==> config.mk <==
export PLATFORM = sky130hd
export DESIGN_NAME = irq_input_port
export DESIGN_NICKNAME = d
export VERILOG_FILES = /design/src/rtl/iop_pkg.sv /design/src/rtl/iop_decode.sv /design/src/rtl/iop_fetch.sv /design/src/rtl/iop_writer.sv /design/src/rtl/irq_input_port.sv
export SDC_FILE = /design/constraint.sdc
export NUM_CORES = 1
export LEC_CHECK = 0
export BUFFER_PORTS_ARGS = -buffer_cell sky130_fd_sc_hd__buf_2
export CAP_MARGIN = 20
export CORE_MARGIN = 5
export CORE_UTILIZATION = 49
export CTS_BUF_LIST = sky130_fd_sc_hd__clkbuf_8
export DETAILED_ROUTE_END_ITERATION = 8
export GPL_ROUTABILITY_DRIVEN = 0
export PLACE_DENSITY_LB_ADDON = 0.08
export SLEW_MARGIN = 20
export SYNTH_ARGS = -nofsm -noshare
export SYNTH_HDL_FRONTEND = slang
export SYNTH_HIERARCHICAL = 1
export SYNTH_SLANG_ARGS = --single-unit
==> constraint.sdc <==
create_clock -name clk -period 1.48 [get_ports clk]
set_input_delay 0.222 -clock clk [delete_from_list [all_inputs] [get_ports clk]]
set_output_delay 0.222 -clock clk [all_outputs]
set_load 0.005 [all_outputs]
==> src/rtl/iop_pkg.sv <==
package iop_pkg;
  typedef enum logic [2:0] {
    CMD_CTRL  = 3'd0,
    CMD_TEST  = 3'd1,
    CMD_READ  = 3'd2,
    CMD_WRITE = 3'd3,
    CMD_TAKE  = 3'd4
  } iop_cmd_t;

  typedef enum logic [1:0] {
    ST_IDLE  = 2'd0,
    ST_FETCH = 2'd1,
    ST_HOLD  = 2'd2
  } iop_state_t;

  localparam int ST_BUSY_BIT  = 0;
  localparam int ST_HELD_BIT  = 1;
  localparam int ST_ERR_BIT   = 2;
  localparam int ST_EN_BIT    = 3;
  localparam int ST_WPEND_BIT = 4;
endpackage

==> src/rtl/iop_decode.sv <==
module iop_decode #(
  parameter int ADDR_W = 8,
  parameter logic [ADDR_W-1:0] BASE_ADDR = '0
) (
  input  logic              req,
  input  logic [ADDR_W-1:0] addr,
  input  logic [2:0]        cmd,
  output logic              do_ctrl,
  output logic              do_test,
  output logic              do_read,
  output logic              do_write,
  output logic              do_take
);
  import iop_pkg::*;
  logic hit;
  iop_cmd_t code;

  always_comb begin
    hit      = req && (addr == BASE_ADDR);
    code     = iop_cmd_t'(cmd);
    do_ctrl  = 1'b0;
    do_test  = 1'b0;
    do_read  = 1'b0;
    do_write = 1'b0;
    do_take  = 1'b0;
    if (hit) begin
      case (code)
        CMD_CTRL:  do_ctrl  = 1'b1;
        CMD_TEST:  do_test  = 1'b1;
        CMD_READ:  do_read  = 1'b1;
        CMD_WRITE: do_write = 1'b1;
        CMD_TAKE:  do_take  = 1'b1;
        default:   ;
      endcase
    end
  end
endmodule

==> src/rtl/iop_fetch.sv <==
module iop_fetch #(
  parameter int DATA_W = 16
) (
  input  logic              clk,
  input  logic              rst_n,
  input  logic              start,
  input  logic              take,
  input  logic              ack,
  input  logic              in_valid,
  input  logic [DATA_W-1:0] in_data,
  output logic              in_ready,
  output logic              busy,
  output logic              holding,
  output logic              irq,
  output logic [DATA_W-1:0] word
);
  import iop_pkg::*;
  iop_state_t state;
  logic       capture;

  assign in_ready = (state == ST_FETCH);
  assign capture  = in_ready && in_valid;
  assign busy     = (state != ST_IDLE);
  assign holding  = (state == ST_HOLD);

  always_ff @(posedge clk or negedge rst_n) begin
    if (!rst_n) begin
      state <= ST_IDLE;
      word  <= '0;
      irq   <= 1'b0;
    end else begin
      case (state)
        ST_IDLE:  if (start) state <= ST_FETCH;
        ST_FETCH: if (capture) begin
          state <= ST_HOLD;
          word  <= in_data;
        end
        ST_HOLD:  if (take) state <= ST_IDLE;
        default:  state <= ST_IDLE;
      endcase
      if (capture)          irq <= 1'b1;
      else if (ack || take) irq <= 1'b0;
    end
  end
endmodule

==> src/rtl/iop_writer.sv <==
module iop_writer #(
  parameter int DATA_W = 16
) (
  input  logic              clk,
  input  logic              rst_n,
  input  logic              load,
  input  logic [DATA_W-1:0] load_data,
  output logic              out_valid,
  output logic [DATA_W-1:0] out_data,
  input  logic              out_ready
);
  always_ff @(posedge clk or negedge rst_n) begin
    if (!rst_n) begin
      out_valid <= 1'b0;
      out_data  <= '0;
    end else if (load) begin
      out_valid <= 1'b1;
      out_data  <= load_data;
    end else if (out_valid && out_ready) begin
      out_valid <= 1'b0;
    end
  end
endmodule

==> src/rtl/irq_input_port.sv <==
module irq_input_port #(
  parameter int DATA_W = 16,
  parameter int ADDR_W = 8,
  parameter logic [ADDR_W-1:0] BASE_ADDR = 8'h40
) (
  input  logic              clk,
  input  logic              rst_n,
  input  logic              bus_req,
  input  logic [ADDR_W-1:0] bus_addr,
  input  logic [2:0]        bus_cmd,
  input  logic [DATA_W-1:0] bus_wdata,
  output logic              bus_rvalid,
  output logic [DATA_W-1:0] bus_rdata,
  output logic              irq,
  input  logic              irq_ack,
  input  logic              dev_in_valid,
  output logic              dev_in_ready,
  input  logic [DATA_W-1:0] dev_in_data,
  output logic              dev_out_valid,
  input  logic              dev_out_ready,
  output logic [DATA_W-1:0] dev_out_data
);
  import iop_pkg::*;

  logic do_ctrl, do_test, do_read, do_write, do_take;
  logic busy, holding;
  logic enable_q, error_q;
  logic read_ok, take_ok, write_ok, any_bad;
  logic [DATA_W-1:0] word, status;

  iop_decode #(.ADDR_W(ADDR_W), .BASE_ADDR(BASE_ADDR)) u_dec (
    .req(bus_req), .addr(bus_addr), .cmd(bus_cmd),
    .do_ctrl(do_ctrl), .do_test(do_test), .do_read(do_read),
    .do_write(do_write), .do_take(do_take)
  );

  assign read_ok  = do_read && enable_q && !busy;
  assign take_ok  = do_take && holding;
  assign write_ok = do_write && enable_q && !dev_out_valid;
  assign any_bad  = (do_read && !read_ok) || (do_take && !take_ok) ||
                    (do_write && !write_ok);

  iop_fetch #(.DATA_W(DATA_W)) u_fetch (
    .clk(clk), .rst_n(rst_n), .start(read_ok), .take(take_ok), .ack(irq_ack),
    .in_valid(dev_in_valid), .in_data(dev_in_data), .in_ready(dev_in_ready),
    .busy(busy), .holding(holding), .irq(irq), .word(word)
  );

  iop_writer #(.DATA_W(DATA_W)) u_wr (
    .clk(clk), .rst_n(rst_n), .load(write_ok), .load_data(bus_wdata),
    .out_valid(dev_out_valid), .out_data(dev_out_data), .out_ready(dev_out_ready)
  );

  always_comb begin
    status               = '0;
    status[ST_BUSY_BIT]  = busy;
    status[ST_HELD_BIT]  = holding;
    status[ST_ERR_BIT]   = error_q;
    status[ST_EN_BIT]    = enable_q;
    status[ST_WPEND_BIT] = dev_out_valid;
  end

  always_ff @(posedge clk or negedge rst_n) begin
    if (!rst_n) begin
      enable_q   <= 1'b0;
      error_q    <= 1'b0;
      bus_rvalid <= 1'b0;
      bus_rdata  <= '0;
    end else begin
      if (do_ctrl) begin
        enable_q <= bus_wdata[0];
        if (bus_wdata[1]) error_q <= 1'b0;
      end else if (any_bad) begin
        error_q <= 1'b1;
      end
      bus_rvalid <= do_test || take_ok;
      if (do_test)      bus_rdata <= status;
      else if (take_ok) bus_rdata <= word;
    end
  end
endmodule

---- Word-level counts from Yosys, hierarchy flattened ----
Index checks and enable logic that the tools add are counted.
cells by class
  eq/ne operators ......................... 11
  muxes and demuxes ....................... 23
  reductions and logical operators ........ 30
operators with widths
  cell                count
  $mux 16             2
  $mux 1              17
  $logic_and 1x1->1   11
  $reduce_bool 2->1   5
  $eq 8x7->1 const B  1
  $eq 3x2->1 const B  2
  $mux 2              3
  $ne 2x2->1 const B  3
  $pmux 2 s3          1
  $logic_not 1->1     5
  $logic_or 1x1->1    4
  $reduce_and 2->1    2
  $eq 3x1->1 const B  1
  $eq 3x3->1 const B  1
  $logic_not 3->1     1
  $reduce_and 3->1    1
  $eq 2x1->1 const B  1
  $eq 2x2->1 const B  1
  $logic_not 2->1     1
  $ne 2x1->1 const B  1
word-level totals
  flip-flop bits (word level) ............. 55
  input port bits ......................... 49
  output and inout port bits .............. 36
  logic and storage cells ................. 73

---- Depth between registers and ports, before layout ----
Gate-level depths: netlist (run 1).
  word-level depth ........................ 11
  depth in mapped cells ................... 7
  depth with buffers taken out ............ 6

---- Cells and area by module ----
Netlist (run 1), hierarchy kept.
by module, submodules not included
  module          times used  cells an instance  area each (um^2)  seq. area each (um^2)
  irq_input_port  1           86                 883.3             475.5
  iop_fetch       1           47                 774.5             475.5
  iop_writer      1           37                 683.2             425.4
  iop_decode      1           13                 106.4             0.0

---- Least setup slack after synthesis (run 1) ----
Ideal clock, no wire load.
  path type ............................... input-to-reg
  from .................................... in bus_addr[1]
  to ...................................... reg u_fetch.irq
  library setup time ...................... 129 ps
  data arrival time ....................... 1706 ps
  data required time ...................... 1351 ps
  slack ................................... -354 ps
  stages .................................. 7
  path buffers ............................ 1
  path through ............................ or3_4 -> nor4_1 -> nand2_4 -> clkinv_2 -> buf_12 -> nand2b_1 -> o21ai_0
between the ends
  longest elaborated chain between the ends .. 6
RTL lines
  item                                line                  text
  from (decl)                         irq_input_port.sv:9   input logic [ADDR_W-1:0] bus_addr,
  $eq 8x7->1                          iop_decode.sv:19      hit = req && (addr == BASE_ADDR);
  $logic_and 1x1->1                   iop_decode.sv:19
  $mux 1                              iop_decode.sv:26      if (hit) begin
  named net do_take                   irq_input_port.sv:25  logic do_ctrl, do_test, do_read, do_write, do_take;
  $logic_and 1x1->1                   irq_input_port.sv:38  assign take_ok = do_take && holding;
  named net take_ok                   irq_input_port.sv:28  logic read_ok, take_ok, write_ok, any_bad;
  $logic_or 1x1->1                    iop_fetch.sv:42       else if (ack || take) irq <= 1'b0;
  $reduce_bool 2->1 (no source line)  -
  to (signal assigned)                iop_fetch.sv:30       irq <= 1'b0;
  to (signal assigned)                iop_fetch.sv:41       if (capture) irq <= 1'b1;
  to (signal assigned)                iop_fetch.sv:42
  to (decl)                           iop_fetch.sv:14       output logic irq,
The timed path passes the listed nets, and every way through them passes these cells.
A chain may end at the register's enable or synchronous reset.

---- Worst setup path after layout (run 1) ----
  from .................................... in bus_addr[1]
  to ...................................... reg u_wr.out_data[6]
between the ends
  longest elaborated chain between the ends .. 5
RTL lines
  item                            line                  text
  $eq 8x7->1                      iop_decode.sv:19
  $logic_and 1x1->1               iop_decode.sv:19
  $mux 1                          iop_decode.sv:26
  named net do_write              irq_input_port.sv:25
  $logic_and 1x1->1 (2 in a row)  irq_input_port.sv:39  assign write_ok = do_write && enable_q && !dev_out_valid;
  named net write_ok              irq_input_port.sv:28
  to (signal assigned)            iop_writer.sv:18      out_data <= load_data;
  to (decl)                       iop_writer.sv:9       output logic [DATA_W-1:0] out_data,
The timed path passes the listed nets, and every way through them passes these cells.

==> summary.txt, run 1 <==
Outcome
  • Outcome: finished with violations
  • Failing checks: negative setup slack

Critical path
  • Startpoint types: input pin
  • Worst path bufs/invs: 3
  • CP max stage cell: or3_4
  • Max FO, Critical Path: 8
  • Crit end category: flop
  • Arr. time, crit path: 1.71 ns
  • Worst setup path category: input pin to flop
  • CP required: 1.67 ns
  • CP most frequent cell: buf_6
  • R2R Setup Slk: 0.10 ns
  • Slowest Stage Delay on Critical Path: 0.39 ns
  • Critical path's top delay family: simple AND/OR/NAND/NOR gates
  • CP cell instances: buf_6 -> or3_4 -> nor4_4 -> nor3b_4 -> buf_6 -> buf_16 -> mux2_4

Floorplanning
  • Die width: 80.7 um
  • Die H: 80.7 um
  • Initial core utilization: 51.1%
  • Core footprint: 0.00479 sq mm
  • DIE AREA: 0.00651 sq mm
  • # IOs: 85
  • Cell Rows: 25

Synth
  • Yosys warnings: 6
  • Dominant cell type by area after synthesis: dfrtp_1
  • Synth Net Count: 232
  • Sequential area share after synthesis: 56.2%
  • Syn avg cell area: 13.4 sq um
  • Top post-synthesis cells by area: dfrtp_1 56%, mux2_4 10%, mux2_2 6.9%
  • Cell area after technology mapping: 0.00245 sq mm
  • Cells after Synth: 183
  • Synth Register Bits: 55
  • Yosys top cell area share: 56.2%
  • Distinct cells, synth: 36

Clock tree
  • CTS Buf Count: 5
  • CTS max path bufs: 2
  • CTS tree: built
  • H-Tree Depth: 2
  • TritonCTS Sinks: 55
  • Worst-path clk slew: 0.10 ns
  • Clock root cell: clkbuf_8
  • Skew-Pair Late Insertion Delay: 0.30 ns

Pwr
  • Clk pwr share: 33.6%
  • Pleak: 0.00183 uW
  • Sw frac: 21.8%
  • Internal power: 1970 uW
  • Comb power frac: 6.5%
  • Sequential share of power: 59.9%
  • IR drop worst, VDD: 0.536 mV
  • Total power: 2520 uW
  • Power Dens Cells: 740 mW/mm^2
  • Psw: 551 uW

Drt
  • Routed len/inst: 14.3 um
  • Final WL: 5170 um
  • DRC: 0
  • First DRT Iteration DRCs: 67
  • Number of nets with antenna violations after routing: 0
  • First-pass iteration count of the detailed router: 4
  • Total number of vias: 1740
  • Vias per cell: 4.81

Global route
  • GRT overflow: 0
  • Total GRT Usage: 16.5%
  • Antenna violations before repair: 0
  • Largest net degree at the start of global routing: 22
  • Vias in the first global route: 1837
  • First-pass GRT wire length: 8380 um

STA
  • Final Hold Fails: 0
  • Worst clock skew: 0.00466 ns
  • Crit path time final: 1.52 ns
  • Final setup violation count: 7
  • Final Cycle Share: 103%
  • Worst rel slew slack: 70.0%
  • Final Slew Violations: 0
  • Final worst setup slack: -0.0398 ns
  • Tightest Pin Transition: 0.450 ns
  • RSZ-0062 raised after global routing: true
  • Fmax: 658 MHz

Cells and area
  • Commonest cells after routing, fill and taps aside: 83 x buf_2, 55 x dfrtp_1, 24 x mux2_4, 18 x nand2_1, 16 x buf_4
  • Most common cell after layout, fill and taps aside: buf_2
  • Layout fillers: 373
  • Ant. Diodes: 0
  • Layout cells sized above 1: 62.4%
  • Finished Cell Area: 0.00341 sq mm
  • Area delta synth->final: 39.3%
  • Total Nets Final: 343

Run
  • Max-capacitance violation count: 0

Place
  • PortBufs: 84
  • Post-DP Area: 0.00313 sq mm
  • DP HPWL: 3790 um

Worst hold path
  • Worst hold path type: input pin to flop
cell usage after synthesis (all sizes together):
cell	number
dfrtp	55
buf	6
a22oi	1
or3b	3
nand3b	2
a21oi	13
a21o	1
o21ai	8
mux2i	4
or3	2
or2	2
a221oi	1
nor2	1
clkinv	1
mux2	32
nor4	5
nand2	28
o22ai	1
nor3b	1
nand4bb	1
inv	6
or2b	1
clkbuf	1
nand2b	6
nor2b	1
flip-flops by register name, summed over array words and instances, names as in the netlist:
| register | cells |
|---|---|
| u_wr/out_data | 16 |
| u_fetch/irq | 1 |
| u_fetch/state | 2 |
| enable_q | 1 |
| bus_rdata | 16 |
| u_fetch/word | 16 |
| u_wr/out_valid | 1 |
| bus_rvalid | 1 |
| error_q | 1 |
stage by stage:
step	setup slack (ns)	instances	hold WS [ns]	TNS, ns	util (%)
after floorplan	-0.196	183	-0.0736	-3.96	-
after global placement	-0.331	347	0.195	-10.65	65.4
after detailed placement	-0.401	347	0.194	-11.83	65.4
after CTS	-0.0282	360	0.0858	-0.328	69.6
after global routing	-0.0869	362	0.110	-1.15	71.2
final	-0.0398	362	0.102	-0.246	71.2
final timing paths:
kind                                           endpoint                    startpoint  depth (start not counted)
max                        u_wr/out_data[6]$_DFFE_PN0P_                   bus_addr[1]                          7
min                             u_fetch/irq$_DFFE_PN0P_                       irq_ack                          2
max reg2reg                         error_q$_DFFE_PN0P_  u_fetch/state[1]$_DFFE_PN0P_                          4
min reg2reg                u_wr/out_data[4]$_DFFE_PN0P_  u_wr/out_data[4]$_DFFE_PN0P_                          1
max in group asynchronous  u_fetch/state[0]$_DFFE_PN0P_                         rst_n                          3
min in group asynchronous  u_fetch/word[15]$_DFFE_PN0P_                         rst_n                          2
kinds of logic (layout without fill, tap and decap cells):
kind of cell	after synthesis	after routing	synth area share, %
buf+inv	14	126	4.35
mux	36	36	19.0
compound gates	25	25	6.95
flops	55	55	56.2
simple gates	53	53	13.5
final cells by class:
class | instances | area [sq um] | area share [%]
multi-input cells | 114 | 1090 | 32.1
repair buffers | 111 | 721 | 21.1
flip-flops and latches | 55 | 1380 | 40.4
inverters | 7 | 38.8 | 1.14
clock buffers | 6 | 82.6 | 2.42
well taps | 67 | 83.8 | 2.46
clock inverters | 2 | 12.5 | 0.367
metal layers:
layer | vias to the layer above | global-route usage, % | wire length (um) | share of wire [%]
met3 | 7 | 4.82 | 326 | 6.3
met2 | 49 | 26.5 | 2600 | 50
met5 | - | 0 | 0 | 0
li1 | 854 | - | - | -
met1 | 830 | 21.5 | 2150 | 42
met4 | 0 | 5.24 | 89 | 1.7
power by group through the flow:
stage          clock network (uW)  registers [uW]  logic, uW
3_3_place_gp                    0            1540        154
4_1_cts                       887            1510        160
3_5_place_dp                    0            1540        156
6_report                      849            1510        163
2_1_floorplan                   0            1540       28.9
5_1_grt                       953            1510        184
timing repair:
item	CTS	global route
endpoints found under the setup margin	26	35
hold buffers	1	0
setup buffers	3	3
resized for setup	10	15
hold endpoints to repair	15	0
gates cloned	1	0
No activity file was read; power rests on OpenSTA's default activity.
==> run 2, diff against run 1 <==
- CTS_BUF_LIST: sky130_fd_sc_hd__clkbuf_8 -> sky130_fd_sc_hd__clkbuf_4
==> summary.txt, run 2 (same netlist as run 1, synthesis figures left out) <==
Outcome
  • Outcome: finished clean (was finished with violations)

Cells and area
  • Most common cell after layout, fill and taps aside: buf_2 (unchanged)
  • FF+latch area: 0.00138 sq mm (unchanged)
  • Final Non-Filler Cells: 360 (was 362)
  • Commonest cells after routing, fill and taps aside: 84 x buf_2, 55 x dfrtp_1, 18 x nand2_1, 17 x buf_4, 17 x mux2_4 (was 83 x buf_2, 55 x dfrtp_1, 24 x mux2_4, 18 x nand2_1, 16 x buf_4)
  • Finished Core Util: 68.0% (was 71.2%)
  • Regs by FF count: bus_rdata: 16 flops, u_fetch/word: 16 flops, u_wr/out_data: 16 flops (unchanged)
  • Finished Cell Area: 0.00325 sq mm (was 0.00341 sq mm)
  • Total Nets Final: 340 (was 343)
  • Layout cells sized above 1: 60.6% (was 62.4%)
  • Multi-input gate area: 0.00104 sq mm (was 0.00109 sq mm)
  • Area delta synth->final: 33.0% (was 39.3%)
  • Layout fillers: 390 (was 373)

Clock tree
  • H-Tree Depth: 2 (unchanged)
  • Clock root cell: clkbuf_4 (was clkbuf_8)
  • Worst-path clk slew: 0.15 ns (was 0.10 ns)
  • CTS tree: built (unchanged)
  • CTS Buf Count: 5 (unchanged)
  • Skew-Pair Late Insertion Delay: 0.37 ns (was 0.30 ns)
  • CTS max path bufs: 2 (unchanged)
  • TritonCTS Sinks: 55 (unchanged)

Critical path
  • Max FO, Critical Path: 8 (unchanged)
  • Startpoint types: input pin (unchanged)
  • Worst setup path category: input pin to flop (unchanged)
  • Crit end category: flop (unchanged)
  • CP required: 1.79 ns (was 1.67 ns)
  • CP cell instances: buf_2 -> or3_4 -> buf_4 -> nor4_4 -> buf_4 -> nand2_4 -> inv_4 -> buf_4 -> nand2_2 -> a21oi_2 (was buf_6 -> or3_4 -> nor4_4 -> nor3b_4 -> buf_6 -> buf_16 -> mux2_4)
  • Arr. time, crit path: 1.74 ns (was 1.71 ns)
  • Worst R2R Path Depth: 4 (unchanged)
  • CP most frequent cell: buf_4 (was buf_6)
  • Slowest Stage Delay on Critical Path: 0.39 ns (about the same)
  • CP max stage cell: or3_4 (unchanged)

Place
  • Post-DP Area: 0.00313 sq mm (unchanged)
  • DP HPWL: 3790 um (unchanged)
  • Worst slack, placed: -0.401 ns (unchanged)
  • Placed Instances: 347 (unchanged)
  • PortBufs: 84 (unchanged)

STA
  • Final Slew Violations: 0 (unchanged)
  • Final setup violation count: 0 (was 7)
  • Worst rel slew slack: 70.2% (was 70.0%)
  • Crit path time final: 1.43 ns (was 1.52 ns)
  • Final Hold Fails: 0 (unchanged)
  • RSZ-0062 raised after global routing: true (unchanged)
  • Final Cycle Share: 96.9% (was 103%)
  • Tightest Pin Transition: 0.447 ns (was 0.450 ns)
  • Worst clock skew: 0.00951 ns (was 0.00466 ns)
  • Fmax: 697 MHz (was 658 MHz)
  • Final worst setup slack: 0.0463 ns (was -0.0398 ns)

Floorplanning
  • DIE AREA: 0.00651 sq mm (unchanged)
  • Cell Rows: 25 (unchanged)
  • Initial core utilization: 51.1% (unchanged)
  • # IOs: 85 (unchanged)
  • Die width: 80.7 um (unchanged)
  • Core footprint: 0.00479 sq mm (unchanged)
  • Die H: 80.7 um (unchanged)

Drt
  • First-pass iteration count of the detailed router: 4 (unchanged)
  • Number of nets with antenna violations after routing: 0 (unchanged)
  • First DRT Iteration DRCs: 36 (was 67)
  • Final WL: 4960 um (was 5170 um)
  • Vias per cell: 4.77 (was 4.81)
  • Routed len/inst: 13.8 um (was 14.3 um)
  • DRC: 0 (unchanged)
  • Total number of vias: 1716 (was 1740)

Global route
  • GRT overflow: 0 (unchanged)
  • First-pass GRT wire length: 8280 um (was 8380 um)
  • Vias in the first global route: 1834 (was 1837)
  • Total GRT Usage: 16.4% (was 16.5%)
  • Largest net degree at the start of global routing: 22 (unchanged)
  • Antenna violations before repair: 0 (unchanged)

Worst hold path
  • Worst hold path type: input pin to flop (unchanged)
  • Hold path cells: 2 (unchanged)

Run
  • Max-capacitance violation count: 0 (unchanged)

Pwr
  • Total power: 2340 uW (was 2520 uW)
  • IR drop worst, VDD: 0.477 mV (was 0.536 mV)
  • Pleak: 0.00178 uW (was 0.00183 uW)
  • Power Dens Cells: 718 mW/mm^2 (was 740 mW/mm^2)
==> run 2: changes by cell type in the layout (fill, tap and decap cells not counted), moves of 6 or more <==
cell / delta
clkbuf_4: +6
mux2_2: +7
buf_6: -6
clkbuf_8: -6
mux2_4: -7
==> run 2: critical path: cells and delay by family <==
kind            cells  cell delay, ns
buf+inv             5            0.66
compound gates      1            0.10
simple gates        4            0.74
==> run 2: per-layer routing <==
| layer | track usage (%) | share of wire, % | up-vias |
|---|---|---|---|
| met3 | 4.48 | 6.4 | 5 |
| met5 | 0 | 0 | - |
| li1 | - | - | 846 |
| met1 | 20.3 | 43 | 818 |
| met2 | 27.2 | 50 | 47 |
| met4 | 6.25 | 1.1 | 0 |
==> run 2: area by class of cell <==
cell class,instances,share of cell area [%]
flip-flops and latches,55,42.3
multi-input cells,114,31.9
repair buffers,108,20.5
well taps,67,2.58
clock buffers,6,1.38
inverters,7,0.884
clock inverters,2,0.384
diodes,1,0.0769
==> run 2: per-stage QoR <==
step	hold WS, ns	TNS (ns)
after floorplan	-0.0736	-3.96
after global placement	0.195	-10.65
after detailed placement	0.194	-11.83
after CTS	0.0483	0
after global routing	0.0361	-0.0321
final	0.0647	0
==> run 2: worst paths after layout <==
check,startpoint,endpoint,slack (ns)
min,dev_in_data[9],u_fetch/word[9]$_DFFE_PN0P_,0.06
max in group asynchronous,rst_n,u_fetch/word[13]$_DFFE_PN0P_,0.71
min reg2reg,u_wr/out_data[3]$_DFFE_PN0P_,u_wr/out_data[3]$_DFFE_PN0P_,0.52
max reg2reg,u_fetch/state[1]$_DFFE_PN0P_,error_q$_DFFE_PN0P_,0.12
max,bus_addr[1],bus_rdata[11]$_DFFE_PN0P_,0.05
min in group asynchronous,rst_n,bus_rvalid$_DFF_PN0_,0.32
==> run 2: power by group <==
group          total, uW  switching [uW]  internal, uW
Sequential          1510            3.84          1510
Combinational        160            73.1          86.7
Clock                663             459           204
==> run 2: what timing repair did <==
item | 4_1_cts | 5_1_grt
cloned | 0 | 0
endpoints found under the hold margin | 16 | 0
buffers inserted | 1 | 1
endpoints found under the setup margin | 1 | 17
resized for setup | 0 | 5
hold buffers | 2 | 0
